--- src/rtl/smt_commit_pick.sv ---
module smt_commit_pick #(
  parameter int NTHR  = 4,
  parameter int SLOTS = 2,
  parameter int SEQW  = 16,
  localparam int TIDW = (NTHR > 1) ? $clog2(NTHR) : 1
) (
  input  logic                   clk,
  input  logic                   rst_n,
  input  logic [1:0]             policy_sel,
  input  logic [SLOTS-1:0]       slot_req,
  input  logic [NTHR*3-1:0]      thr_status,
  input  logic [NTHR-1:0]        head_rdy,
  input  logic [NTHR-1:0]        rob_empty,
  input  logic [NTHR*SEQW-1:0]   head_seq,
  output logic [SLOTS-1:0]       grant_vld,
  output logic [SLOTS*TIDW-1:0]  grant_tid
);

  localparam logic [1:0] POL_AGG = 2'd0;
  localparam logic [1:0] POL_RR  = 2'd1;
  localparam logic [1:0] POL_OLD = 2'd2;

  localparam logic [2:0] ST_IDLE  = 3'd0;
  localparam logic [2:0] ST_RUN   = 3'd1;
  localparam logic [2:0] ST_FTRAP = 3'd4;

  logic [NTHR-1:0] elig, cand;

  for (genvar i = 0; i < NTHR; i++) begin : g_thr
    logic [2:0] st;
    assign st      = thr_status[i*3 +: 3];
    assign elig[i] = (st == ST_IDLE) | (st == ST_RUN) | (st == ST_FTRAP);
    assign cand[i] = elig[i] & head_rdy[i] & ~rob_empty[i];
  end

  logic            old_vld;
  logic [TIDW-1:0] old_tid;
  logic [SEQW-1:0] old_seq;

  always_comb begin
    old_vld = 1'b0;
    old_tid = '0;
    old_seq = '0;
    for (int i = 0; i < NTHR; i++) begin
      if (cand[i] && (!old_vld || head_seq[i*SEQW +: SEQW] < old_seq)) begin
        old_vld = 1'b1;
        old_tid = TIDW'(i);
        old_seq = head_seq[i*SEQW +: SEQW];
      end
    end
  end

  logic [TIDW-1:0] order_q [NTHR];
  logic [TIDW-1:0] walk    [NTHR];
  logic            hit;
  int              pos;
  logic [TIDW-1:0] gtid;

  always_comb begin
    walk      = order_q;
    grant_vld = '0;
    grant_tid = '0;
    hit       = 1'b0;
    pos       = 0;
    gtid      = '0;
    for (int s = 0; s < SLOTS; s++) begin
      hit  = 1'b0;
      pos  = 0;
      gtid = '0;
      if (NTHR == 1) begin
        hit = slot_req[s] & elig[0];
      end else if (slot_req[s]) begin
        case (policy_sel)
          POL_AGG: begin
            hit  = old_vld;
            gtid = old_tid;
          end
          POL_OLD: begin
            if (s == 0) begin
              hit  = old_vld;
              gtid = old_tid;
            end
          end
          POL_RR: begin
            for (int p = 0; p < NTHR; p++) begin
              if (!hit && cand[walk[p]]) begin
                hit  = 1'b1;
                pos  = p;
                gtid = walk[p];
              end
            end
            if (hit) begin
              for (int p = 0; p < NTHR - 1; p++)
                if (p >= pos) walk[p] = walk[p+1];
              walk[NTHR-1] = gtid;
            end
          end
          default: ;
        endcase
      end
      grant_vld[s]              = hit;
      grant_tid[s*TIDW +: TIDW] = hit ? gtid : '0;
    end
  end

  always_ff @(posedge clk) begin
    if (!rst_n) begin
      for (int i = 0; i < NTHR; i++) order_q[i] <= TIDW'(i);
    end else begin
      order_q <= walk;
    end
  end

  logic [NTHR*TIDW-1:0] order_flat;
  logic [NTHR-1:0]      seen;
  logic                 older_exists;
  logic [TIDW-1:0]      g0;
  logic [SEQW-1:0]      g0_seq;

  assign g0     = grant_tid[TIDW-1:0];
  assign g0_seq = head_seq[g0*SEQW +: SEQW];

  always_comb begin
    seen         = '0;
    older_exists = 1'b0;
    order_flat   = '0;
    for (int i = 0; i < NTHR; i++) begin
      order_flat[i*TIDW +: TIDW] = order_q[i];
      seen[order_q[i]]           = 1'b1;
      if (cand[i] && (head_seq[i*SEQW +: SEQW] < g0_seq ||
          (head_seq[i*SEQW +: SEQW] == g0_seq && TIDW'(i) < g0)))
        older_exists = 1'b1;
    end
  end

  for (genvar s = 0; s < SLOTS; s++) begin : g_chk
    logic [2:0] gst;
    assign gst = thr_status[grant_tid[s*TIDW +: TIDW]*3 +: 3];


    grant_elig_chk: assert property (@(posedge clk) disable iff (!rst_n)
      grant_vld[s] |-> (gst == 3'd0 || gst == 3'd1 || gst == 3'd4));


    unreq_quiet_chk: assert property (@(posedge clk) disable iff (!rst_n)
      !slot_req[s] |-> !grant_vld[s]);

    if (s > 0) begin : g_late

      old_once_chk: assert property (@(posedge clk) disable iff (!rst_n)
        (NTHR > 1 && policy_sel == POL_OLD) |-> !grant_vld[s]);
    end
  end


  order_perm_chk: assert property (@(posedge clk) disable iff (!rst_n)
    &seen);


  order_frozen_chk: assert property (@(posedge clk) disable iff (!rst_n)
    policy_sel != POL_RR |=> $stable(order_flat));


  oldest_min_chk: assert property (@(posedge clk) disable iff (!rst_n)
    (NTHR > 1 && grant_vld[0] && (policy_sel == POL_AGG || policy_sel == POL_OLD))
      |-> !older_exists);


  no_cand_chk: assert property (@(posedge clk) disable iff (!rst_n)
    (NTHR > 1 && cand == '0) |-> grant_vld == '0);

endmodule

--- config.mk ---
export PLATFORM = sky130hd
export DESIGN_NAME = smt_commit_pick
export DESIGN_NICKNAME = d
export VERILOG_FILES = /design/src/rtl/smt_commit_pick.sv
export SDC_FILE = /design/constraint.sdc
export NUM_CORES = 1
export LEC_CHECK = 0
export ABC_AREA = 1
export BUFFER_PORTS_ARGS = -buffer_cell sky130_fd_sc_hd__buf_4
export CORE_ASPECT_RATIO = 0.9
export CORE_MARGIN = 1.5
export CORE_UTILIZATION = 48
export CTS_CLUSTER_DIAMETER = 40
export DETAILED_ROUTE_END_ITERATION = 10
export GPL_ROUTABILITY_DRIVEN = 0
export PLACE_DENSITY = 0.77
export SETUP_SLACK_MARGIN = 0.15
export SYNTH_ARGS = -nofsm -noshare
export SYNTH_HDL_FRONTEND = slang
export SYNTH_SLANG_ARGS = --single-unit
--- constraint.sdc ---
create_clock -name clk -period 6.8 [get_ports clk]
set_clock_uncertainty 0.05 [all_clocks]
set_input_delay 0.68 -clock clk [delete_from_list [all_inputs] [get_ports clk]]
set_output_delay 0.68 -clock clk [all_outputs]
set_load 0.02 [all_outputs]
**Word-level counts from Yosys, hierarchy flattened**

Cells that the tools add are included.

- Add/sub/neg operators: 0
- Multiply operators: 0
- Divide/modulo/power cells: 0
- $lt $le $gt $ge: 17
- Equal/unequal tests: 10
- Shift-type cells: 0
- Muxes and demuxes: 90
- Bitwise gates (word level): 20
- Reduce and logical (&&, ||, !) cells: 27

Operator list:

| operator | count |
|---|---|
| $mux W32 | 8 |
| $ge A1 B32 Y1 const A | 2 |
| $ge A2 B32 Y1 const A | 2 |
| $ge A3 B32 Y1 const A | 2 |
| $lt A16 B16 Y1 | 3 |
| $mux W16 | 3 |
| $mux W8 | 6 |
| $mux W1 | 41 |
| $mux W2 | 20 |
| $lt A2 B3 Y1 const B | 8 |
| $bmux W1 S2 | 8 |
| $eq A3 B1 Y1 const B | 4 |
| $eq A3 B3 Y1 const B | 4 |
| $logic_not A3 Y1 | 4 |
| $logic_and A1 B1 Y1 | 9 |
| $logic_not A1 Y1 | 9 |
| $and A1 B1 Y1 | 8 |
| $or A1 B1 Y1 | 8 |
| $pmux W2 S2 | 2 |
| $not A1 Y1 | 4 |
| $pmux W1 S2 | 2 |
| $logic_or A1 B1 Y1 | 3 |
| $eq A2 B1 Y1 const B | 1 |
| $eq A2 B2 Y1 const B | 1 |
| 2 further kinds | 2 |

- Bits in registers: 8
- Latch bits: 0
- RAM bits: 0
- Bits in read-only memories: 0
- Input port bits: 90
- Output and inout port bits: 6
- Memories kept: 0

**Longest topological paths before layout**

Gate-level depths: netlist of run 1.

- Word-level depth: 55
- Mapped depth: 50
- Gate-level depth less buffers: 46

**Worst setup path after synthesis of run 1**

No wires, ideal clock.

- Path kind: in2out
- Start point: in thr_status[1]
- End point: out grant_tid[3]
- Arrival time: 5.508 ns
- Data required time: 6.070 ns
- Path slack: 0.562 ns
- Stages on the path: 40
- Path buffers: 4
- Path through: inv_1 > nand2_1 > nor2_2 > nand2_2 > inv_2 > buf_6 > clkbuf_1 > nand2_1 > ha_1 > nand4_1 > nor3_1 > nand2_1 > nand2_1 > nand2_2 > nand2_2 > clkbuf_1 > nand2_1 > o21ai_0 > [... 4 more ...] > o221a_2 > nand2_1 > nand2_2 > nand2_2 > clkbuf_1 > nand2_1 > o21ai_0 > ha_1 > a21oi_1 > nor2_1 > a211oi_1 > o221a_2 > nand2_1 > nand2_1 > nand2_1 > nand2_1 > nand2_1 > a21oi_1

- Word-level cells in the longest chain between the ends: 53

RTL lines:

| item | line | RTL |
|---|---|---|
| start, declared | 11 | `input logic [NTHR*3-1:0] thr_status,` |
| $eq A3 B1 Y1 or $logic_not A3 Y1 (tied branches) | 32 | `assign elig[i] = (st == ST_IDLE) \| (st == ST_RUN) \| (st == ST_FTRAP);` |
| $or A1 B1 Y1 | 32 |  |
| $or A1 B1 Y1 * | 32 |  |
| $and A1 B1 Y1 * (2 in series) | 33 | `assign cand[i] = elig[i] & head_rdy[i] & ~rob_empty[i];` |
| $bmux W1 S2 | 86 | `if (!hit && cand[walk[p]]) begin` |
| $mux W1 (not written as such) | 86 |  |
| $mux W1 | 86 |  |
| $mux W1 | 73 | `case (policy_sel)` |
| [... 36 more ...] | - |  |
| $logic_not A1 Y1 | 86 |  |
| $logic_and A1 B1 Y1 | 86 |  |
| $mux W1 | 86 |  |
| $mux W1 | 73 |  |
| $mux W1 | 72 | `end else if (slot_req[s]) begin` |
| $pmux W1 S2 | 73 |  |
| $mux W1 | 72 |  |
| $mux W2 * | 102 | `grant_tid[s*TIDW +: TIDW] = hit ? gtid : '0;` |
| end, declared | 16 | `output logic [SLOTS*TIDW-1:0] grant_tid` |

Mark *: on every way between the ends. The rest lies on a longest branch, timed or not. The select of a mux whose other input is x is not followed.

**Worst setup path in the final report of run 1**

- Start point: in thr_status[1]
- End point: out grant_tid[2]

Same word-level chain as after synthesis.

==> run_results.csv, run 1 <==
group,metric,value,unit
layout,drive_gt1_share,27.22,%
power,comb_power_share,66.8,%
worst_hold_path,hold_path_startpoint,"slot_req[1]",
timing,rsz0062_at_grt,"no",
layout,fillers,448,
route,wire_per_inst,13.02,um
critical_path,max_stage_delay,0.29,ns
critical_path,cp_num_buf_inv,4,
timing,finalHoldViolations,0,
power,switching_power,146.1,uW
global_route,gr-usage-met3,3.613,%
layout,antenna_cells,0,
critical_path,worstSetupEndpointType,"primary output",
power,total_power,335.2,uW
route,antenna_left,0,
floorplanning,die_w,78.52,um
power,internal-power,189.1,uW
floorplanning,die_y,70.97,um
floorplanning,core_area,0.004895,mm^2
clock_network,htree_levels,1,
clock_network,cts.path.max_buffers,2,
global_route,grt_use_met1,40.22,%
global_route,track_usage,26.46,%
worst_hold_path,min_path_type,"in2reg",
clock_network,cts-buffers-inserted,3,
timing,worst_slew_pin_slew,0.6063,ns
clock_network,cts.sinks,8,
critical_path,crit_arrival,5.49,ns
layout,utilization,68.51,%
clock_network,cts-hold-fix-buffers,0,
clock_network,cts_setup_buffers,0,
route,dr.first_iter.drc_count,267,
critical_path,r2r-start,"order_flat[2]$_SDFF_PN1_",
timing,setup_ws,0.5826,ns
critical_path,start_kind,"input pin",
route,drc,0,
floorplanning,row_count,24,
route,num_vias,3151,
clock_network,path_clk_slew,0.04,ns
placed_design,dp_cells,578,
critical_path,required,6.07,ns
timing,layout_worst_path_cycle_share,91.43,%
timing,fmax,160.8,MHz
route,routed_wl,7589,um
global_route,grt_busiest_layer,"met2",
placed_design,placed_area,0.003232,mm^2
floorplanning,ios,96,
power,power_density,99.96,mW/mm^2
layout,final_nets,655,
flow_run,cap_violations,0,
timing,fin_hold_ws,0.6423,ns
clock_network,cts_tree,"yes",
power,p_seq_share,16.4,%
power,clockPowerShare,16.8,%
global_route,grt_max_degree,24,
floorplanning,initial_core_util,50.33,%
logic_synthesis,ys_types,37,
status,status,"completed",
critical_path,critical_path.top_delay_family,"compound AO/OA/AOI/OAI gates",
logic_synthesis,syn_avg_cell_area,5.810,um^2
logic_synthesis,synth_cells,424,
power,ir_drop,0.09962,mV
critical_path,critPathLaunch,"thr_status[1]",
global_route,grt_pass1_vias,2696,
timing,tns,0,ns
layout,finalNonFillerCells,583,
global_route,grt-ovfl-total,0,
floorplanning,die_area,0.005572,mm^2
route,vias_per_cell,5.405,
logic_synthesis,syn-num-nets,559,
power,sw_frac_of_total,43.59,%
global_route,grt_use_met2,40.42,%
logic_synthesis,ys_ff_latch,8,
timing,slew_viol_final,0,
global_route,antenna_found_initial,0,
logic_synthesis,yosysSeqAreaShare,6.501,%
clock_network,clock_latency,0.23,ns
layout,largest_reg_flops,8,
placed_design,port_buffers,95,
timing,setup_viol,0,
placed_design,pre_cts_ws,-0.02486,ns
critical_path,crit_top_cell,"nand2_1",
clock_network,clock-root-buffer,"clkbuf_8",
logic_synthesis,syn_area,0.002464,mm^2
power,p_leak,1.821,nW
timing,min_period,6.217,ns
route,firstDrtPassIters,5,
timing,slew_headroom,59.58,%
critical_path,critical_path_class,"in2out",
logic_synthesis,synth_warnings,0,
placed_design,dp_hpwl,6497,um
layout,fin_area,0.003353,mm^2
critical_path,critPathMaxFanout,22,
global_route,grt_pass1_wl,11930,um
layout,area_growth,36.11,%
critical_path,slowest_stage,"ha_1",
==> kinds of logic (layout without fill, tap and decap cells) <==
family,Yosys count,in the layout,share of synthesized area (%)
buf+inv,49,142,8.330
flops,8,8,6.501
simple gates,213,214,36.77
fa+ha+maj,45,45,22.85
compound gates,109,109,25.55
==> cell type report <==
class | count | area [um^2] | share of cell area (%)
flip-flops and latches | 8 | 160.2 | 4.776
clock buffers | 3 | 41.29 | 1.231
repair inverters | 1 | 6.256 | 0.1866
multi-input cells | 368 | 2165 | 64.55
inverters | 39 | 156.4 | 4.664
repair buffers | 99 | 743.2 | 22.16
well taps | 65 | 81.33 | 2.425
==> path summary, 6_finish.rpt <==
| path | endpoint | slack, ns | cells past startpoint |
|---|---|---|---|
| max reg2reg | order_flat[6]$_SDFF_PN1_ | 3.99 | 18 |
| max | grant_tid[2] | 0.58 | 39 |
| min | order_flat[6]$_SDFF_PN1_ | 0.64 | 2 |
| min reg2reg | order_flat[0]$_SDFF_PN0_ | 0.65 | 2 |
==> repair_timing <==
item	CTS	global route
cloned	0	2
endpoints found under the hold margin	0	0
setup endpoints to repair	4	4
gates resized for setup	2	22
pin swaps	0	2
==> synth_stat cells <==
| library cell | number | area [um^2] |
|---|---|---|
| a211o_1 | 2 | 17.52 |
| a211oi_1 | 5 | 37.54 |
| a21oi_1 | 32 | 160.2 |
| a22oi_1 | 1 | 7.510 |
| a311oi_1 | 1 | 8.760 |
| and2_1 | 1 | 6.260 |
| and2_2 | 1 | 7.510 |
| and2_4 | 1 | 8.760 |
| buf_4 | 1 | 7.510 |
| buf_6 | 2 | 22.52 |
| clkbuf_1 | 7 | 26.28 |
| dfxtp_1 | 8 | 160.2 |
| ha_1 | 45 | 563.0 |
| inv_1 | 27 | 101.4 |
| inv_2 | 11 | 41.29 |
| inv_4 | 1 | 6.260 |
| nand2_1 | 146 | 548.0 |
| nand2_2 | 6 | 37.54 |
| nand3_1 | 10 | 50.05 |
| nand3_2 | 1 | 10.01 |
| nand4_1 | 6 | 37.54 |
| nor2_1 | 29 | 108.9 |
| nor2_2 | 3 | 18.77 |
| nor2_4 | 1 | 11.26 |
| nor3_1 | 3 | 15.01 |
| nor3b_1 | 2 | 15.01 |
| nor3b_2 | 1 | 12.51 |
| nor4_2 | 1 | 12.51 |
| o211ai_1 | 7 | 52.55 |
| o21ai_0 | 43 | 215.2 |
| o21ai_1 | 7 | 35.03 |
| o21ai_2 | 4 | 35.03 |
| o21bai_2 | 1 | 11.26 |
| o221a_2 | 2 | 22.52 |
| o22ai_1 | 3 | 18.77 |
| o31ai_1 | 1 | 7.510 |
| or2_1 | 1 | 6.260 |
==> cells in the final DEF, fill, tap and decap left out, types with 2 or more instances in the layout <==
master	instances
dfxtp_1	8
nor2_2	2
nor3b_1	2
clkbuf_8	3
a21oi_1	32
o21ai_2	6
o221a_2	2
inv_1	27
buf_4	99
a211o_1	2
a211oi_1	5
nand2_4	3
inv_4	2
nor2_4	2
nor3_1	2
o211ai_1	7
inv_2	10
nand3_1	10
ha_1	45
o22ai_1	3
o21ai_1	16
nor2_1	29
o21ai_0	32
nand2_1	146
nand4_1	6
nand2_8	2
nand2_2	2
==> power by group through the flow <==
stage               clock (mW)  combinational [mW]  sequential [mW]
finish                  0.0563               0.224           0.0551
global route            0.0594               0.252           0.0554
CTS                     0.0570               0.216           0.0550
detailed placement           0               0.215           0.0557
global placement             0               0.211           0.0556
floorplan                    0               0.137           0.0543
==> routing by layer <==
| metal | wire length, um | vias to the layer above | share of wire, % |
|---|---|---|---|
| li1 | - | 1637 | - |
| met2 | 3188 | 131 | 42 |
| met5 | 0 | - | 0 |
| met4 | 41 | 0 | 0.54 |
| met1 | 3810 | 1379 | 50 |
| met3 | 548 | 4 | 7.2 |
No activity file was read; power rests on OpenSTA's default activity.
==> run 2, diff against run 1 <==
Settings changed: CORE_ASPECT_RATIO 0.9 to 0.6.
==> run 2 against run 1 <==
Non-clock buffer count is 4 higher. Flip-flop and latch count did not move. First-iteration DRC count grew 16%. Setup slack lost 0.055 ns. Die area increased by 0.25%. Total power increased by 4.7%. Clock power rose by 12%. Via count grew 2.8%. Critical path type unchanged.
==> run_results.csv, run 2 (synthesized netlist as in run 1, its figures left out) <==
group,metric,value,unit
clock_network,clock-root-buffer,"clkbuf_8",
route,dr.first_iter.drc_count,311,
clock_network,cts_tree,"yes",
critical_path,r2r-start,"order_flat[2]$_SDFF_PN1_",
worst_hold_path,min_path_type,"in2reg",
route,wl_met2,3075,um
critical_path,slowest_stage,"ha_1",
power,total_power,350.9,uW
route,vias_per_cell,5.548,
floorplanning,row_count,19,
route,routed.top_layer,"met5",
floorplanning,core_area,0.004755,mm^2
critical_path,critical_path_class,"in2out",
timing,slew_viol_final,0,
layout,layout_commonest_cell,"nand2_1",
route,met3_wirelength,1165,um
critical_path,worst-r2r-cell-count,18,
timing,tns,0,ns
placed_design,port_buffers,95,
global_route,grt_pass1_vias,2679,
layout,multi_input_area,0.002146,mm^2
critical_path,crit_top_cell,"nand2_1",
route,wire_per_inst,14.64,um
power,sw_frac_of_total,45.68,%
floorplanning,die_y,58.50,um
global_route,grt_pass1_wl,12910,um
global_route,grt_max_degree,22,
critical_path,max_stage_delay,0.30,ns
floorplanning,ios,96,
status,status,"completed",
critical_path,crit_arrival,5.54,ns
power,internal-power,190.6,uW
timing,rsz0062_at_grt,"no",
route,drc,0,
clock_network,path_clk_slew,0.05,ns
placed_design,dp_hpwl,7171,um
layout,largest_reg_flops,8,
layout,area_growth,36.52,%
critical_path,critPathMaxFanout,21,
power,p_leak,1.833,nW
layout,final_nets,658,
timing,setup_viol,0,
clock_network,cts.sinks,8,
layout,most-common-layout-cells,"146 x nand2_1, 100 x buf_4, 45 x ha_1, 32 x a21oi_1, 30 x o21ai_0",
timing,fmax,159.4,MHz
critical_path,reg2reg_slack,3.80,ns
critical_path,required,6.07,ns
power,switching_power,160.3,uW
route,antenna_left,0,
route,firstDrtPassIters,8,
timing,worst_slew_pin_slew,0.5017,ns
flow_run,cap_violations,0,
global_route,grt-ovfl-total,0,
timing,slew_headroom,66.33,%
layout,utilization,70.74,%
critical_path,start_kind,"input pin",
power,power_density,104.3,mW/mm^2
layout,antenna_cells,0,
route,num_vias,3240,
floorplanning,initial_core_util,51.82,%
global_route,antenna_found_initial,0,
route,met1_length,4213,um
timing,layout_worst_path_cycle_share,92.23,%
power,comb_power_share,66.2,%
worst_hold_path,worstHoldEndpoint,"order_flat[6]$_SDFF_PN1_",
worst_hold_path,hold_path_startpoint,"slot_req[1]",
clock_network,cts-buffers-inserted,3,
floorplanning,die_w,95.49,um
power,ir_drop,0.1066,mV
global_route,track_usage,30.28,%
clock_network,clock_latency,0.24,ns
layout,fillers,433,
floorplanning,die_area,0.005586,mm^2
critical_path,reg2reg_to,"order_flat[6]$_SDFF_PN1_",
timing,min_period,6.272,ns
power,clockPowerShare,17.9,%
layout,seq_area,160.2,um^2
layout,drive_gt1_share,28.02,%
power,p_seq_share,15.9,%
timing,fin_hold_ws,0.6311,ns
worst_hold_path,hold_path_depth,2,
critical_path,worstSetupEndpointType,"primary output",
route,routed_wl,8550,um
clock_network,htree_levels,1,
clock_network,cts.path.max_buffers,2,
timing,finalHoldViolations,0,
-- run 2: worst max-delay path by stage --
stage,start,to,slack [ns],cells after the start
floorplan,thr_status[1],grant_tid[3],0.56,40
global placement,thr_status[1],grant_tid[2],0.20,39
finish,thr_status[1],grant_tid[2],0.53,43
global route,thr_status[1],grant_tid[3],0.14,43
detailed placement,thr_status[1],grant_tid[2],0.09,39
CTS,thr_status[1],grant_tid[2],0.20,39
-- run 2: cell type report --
| type | count | area share [%] |
|---|---|---|
| timing repair inverter | 1 | 0.1488 |
| tap | 63 | 2.344 |
| inverter | 39 | 4.576 |
| multi-input combinational | 367 | 63.80 |
| clock buffer | 3 | 1.228 |
| sequential | 8 | 4.762 |
| timing repair buffer | 103 | 23.14 |
-- run 2: power groups by stage --
stage	logic (mW)	clock network (mW)	registers [mW]
final	0.232	0.0628	0.0558
after detailed placement	0.220	0	0.0562
after floorplan	0.137	0	0.0543
after global routing	0.257	0.0649	0.0559
after global placement	0.215	0	0.0562
after CTS	0.221	0.0627	0.0553
-- run 2: what timing repair did --
action                     4_1_cts  5_1_grt
hold buffers                     0        0
setup endpoints to repair        4        4
resized for setup                2       26
cloned                           0        2
pin swaps                        0        0
buffers inserted                 0        2
-- run 2: metrics by stage --
step / std cells / setup WS (ns) / cell area [um^2]
after floorplan: 424 / 0.5624 / 2464
after global placement: 577 / 0.1969 / 3237
after detailed placement: 577 / 0.09362 / 3237
after CTS: 580 / 0.1990 / 3281
after global routing: 584 / 0.1379 / 3363
final: 584 / 0.5281 / 3363
-- run 2: metal layers --
layer | vias to the layer above | global-route usage, %
met5 | - | 0
li1 | 1637 | -
met2 | 204 | 40.22
met4 | 2 | 3.992
met1 | 1383 | 49.22
met3 | 14 | 6.460
-- run 2: worst max-delay path: cells and delay by family --
family	cells	cell delay, ns
AOI/OAI and AO/OA	9	1.32
buffers and inverters	6	0.78
adders and majority gates	3	0.87
and+or+nand+nor	25	1.87
==> run 3, diff against run 2 <==
Settings changed: CORE_UTILIZATION 48 to 51, PLACE_DENSITY 0.77 to not set, PLACE_DENSITY_LB_ADDON set to 0.15.
==> run 3 against run 2 <==
Die area fell by 5.7%. Clock-buffer cell count did not move. Clock power fell by 7.3%. Wire length fell by 7.0%. Combinational power fell by 3%. Sequential power barely moved. Setup slack improved by 0.018 ns. Fmax rose by 0.29%. Final area fell by 1.4%. Critical path type unchanged.
==> run_results.csv, run 3 (synthesized netlist as in run 1, its figures left out) <==
group,metric,value,unit
layout,largest_reg_flops,8,
route,routed_wl,7954,um
timing,tns,0,ns
flow_run,cap_violations,0,
route,antenna_left,0,
status,status,"completed",
layout,drive_gt1_share,26.74,%
floorplanning,ios,96,
worst_hold_path,min_path_type,"in2reg",
floorplanning,die_area,0.005270,mm^2
critical_path,crit_arrival,5.52,ns
route,met1_length,3941,um
layout,utilization,71.89,%
timing,worst_slew_pin_slew,0.5267,ns
critical_path,start_kind,"input pin",
global_route,track_usage,30.69,%
floorplanning,die_y,56.84,um
critical_path,crit_top_cell,"nand2_1",
layout,final_nets,653,
route,firstDrtPassIters,5,
power,p_leak,1.802,nW
floorplanning,row_count,19,
floorplanning,die_w,92.73,um
timing,fmax,159.9,MHz
critical_path,max_stage_delay,0.31,ns
timing,slew_viol_final,0,
route,dr.first_iter.drc_count,352,
clock_network,clock-root-buffer,"clkbuf_8",
timing,min_period,6.254,ns
layout,area_growth,34.59,%
placed_design,port_buffers,95,
timing,layout_worst_path_cycle_share,91.96,%
route,num_vias,3255,
layout,layout_commonest_cell,"nand2_1",
power,power_density,102.5,mW/mm^2
timing,setup_viol,0,
route,wire_per_inst,13.74,um
global_route,grt_max_degree,30,
critical_path,worstSetupEndpointType,"primary output",
clock_network,cts-buffers-inserted,3,
critical_path,slowest_stage,"ha_1",
global_route,antenna_found_initial,0,
critical_path,critical_path_class,"in2out",
route,wl_met2,2964,um
clock_network,htree_levels,1,
layout,most-common-layout-cells,"146 x nand2_1, 98 x buf_4, 45 x ha_1, 33 x o21ai_0, 32 x a21oi_1",
clock_network,cts.sinks,8,
clock_network,cts.path.max_buffers,2,
global_route,grt_pass1_wl,12810,um
clock_network,cts_tree,"yes",
critical_path,required,6.07,ns
timing,slew_headroom,64.88,%
route,drc,0,
global_route,grt-ovfl-total,0,
critical_path,critPathMaxFanout,29,
route,met3_wirelength,957,um
route,vias_per_cell,5.622,
placed_design,dp_hpwl,6861,um
route,routed.top_layer,"met4",
timing,rsz0062_at_grt,"no",
global_route,grt_pass1_vias,2763,
layout,antenna_cells,0,
timing,finalHoldViolations,0,
floorplanning,initial_core_util,53.42,%
floorplanning,core_area,0.004612,mm^2
clock_network,clock_latency,0.23,ns
clock_network,path_clk_slew,0.04,ns
power,ir_drop,0.06302,mV
==> run 3: final cells by class <==
class | count | area, um^2
flip-flops and latches | 8 | 160.2
fillers | 420 | 1296
repair buffers | 99 | 747.0
multi-input cells | 367 | 2135
clock buffers | 3 | 41.29
inverters | 39 | 153.9
well taps | 63 | 78.83
==> run 3: timing repair <==
action | CTS | global route
endpoints found under the setup margin | 4 | 4
hold buffers | 0 | 0
buffers inserted | 0 | 0
pin swaps | 0 | 0
gates resized for setup | 1 | 18
==> run 3: path summary, 6_finish.rpt <==
check,cells past startpoint,slack (ns),endpoint,start
setup / recovery,38,0.55,grant_tid[3],thr_status[1]
hold / removal,2,0.64,order_flat[6]$_SDFF_PN1_,slot_req[1]
setup reg to reg,18,3.85,order_flat[6]$_SDFF_PN1_,order_flat[2]$_SDFF_PN1_
hold reg to reg,2,0.69,order_flat[0]$_SDFF_PN0_,order_flat[2]$_SDFF_PN1_
==> run 3: worst max-delay path: cells and delay by family <==
family          cells  cell delay [ns]
buf+inv             4             0.43
simple gates       21             1.63
compound gates     10             1.90
fa+ha+maj           3             0.87
==> run 3: routing by layer <==
metal,vias up,track usage (%)
met4,0,3.680
met3,14,5.962
li1,1634,-
met2,213,43.49
met5,-,0
met1,1394,48.06
==> run 3: power breakdown <==
group	switching [mW]	total [mW]	internal [mW]
Sequential	0.00505	0.0556	0.0506
Combinational	0.126	0.226	0.100
Clock	0.0198	0.0582	0.0384
Total	0.151	0.340	0.189
==> run 3: through the flow <==
| stage | instance area, um^2 | instances | worst slack, ns | total power, mW | hold slack [ns] |
|---|---|---|---|---|---|
| 2_1_floorplan | 2464 | 424 | 0.5624 | 0.1910 | 0.5439 |
| 3_3_place_gp | 3229 | 576 | 0.2571 | 0.2669 | 0.6654 |
| 3_5_place_dp | 3229 | 576 | 0.1172 | 0.2733 | 0.6543 |
| 4_1_cts | 3271 | 579 | 0.1772 | 0.3334 | 0.6401 |
| 5_1_grt | 3316 | 579 | 0.1175 | 0.3721 | 0.6608 |
| 6_report | 3316 | 579 | 0.5465 | 0.3397 | 0.6415 |
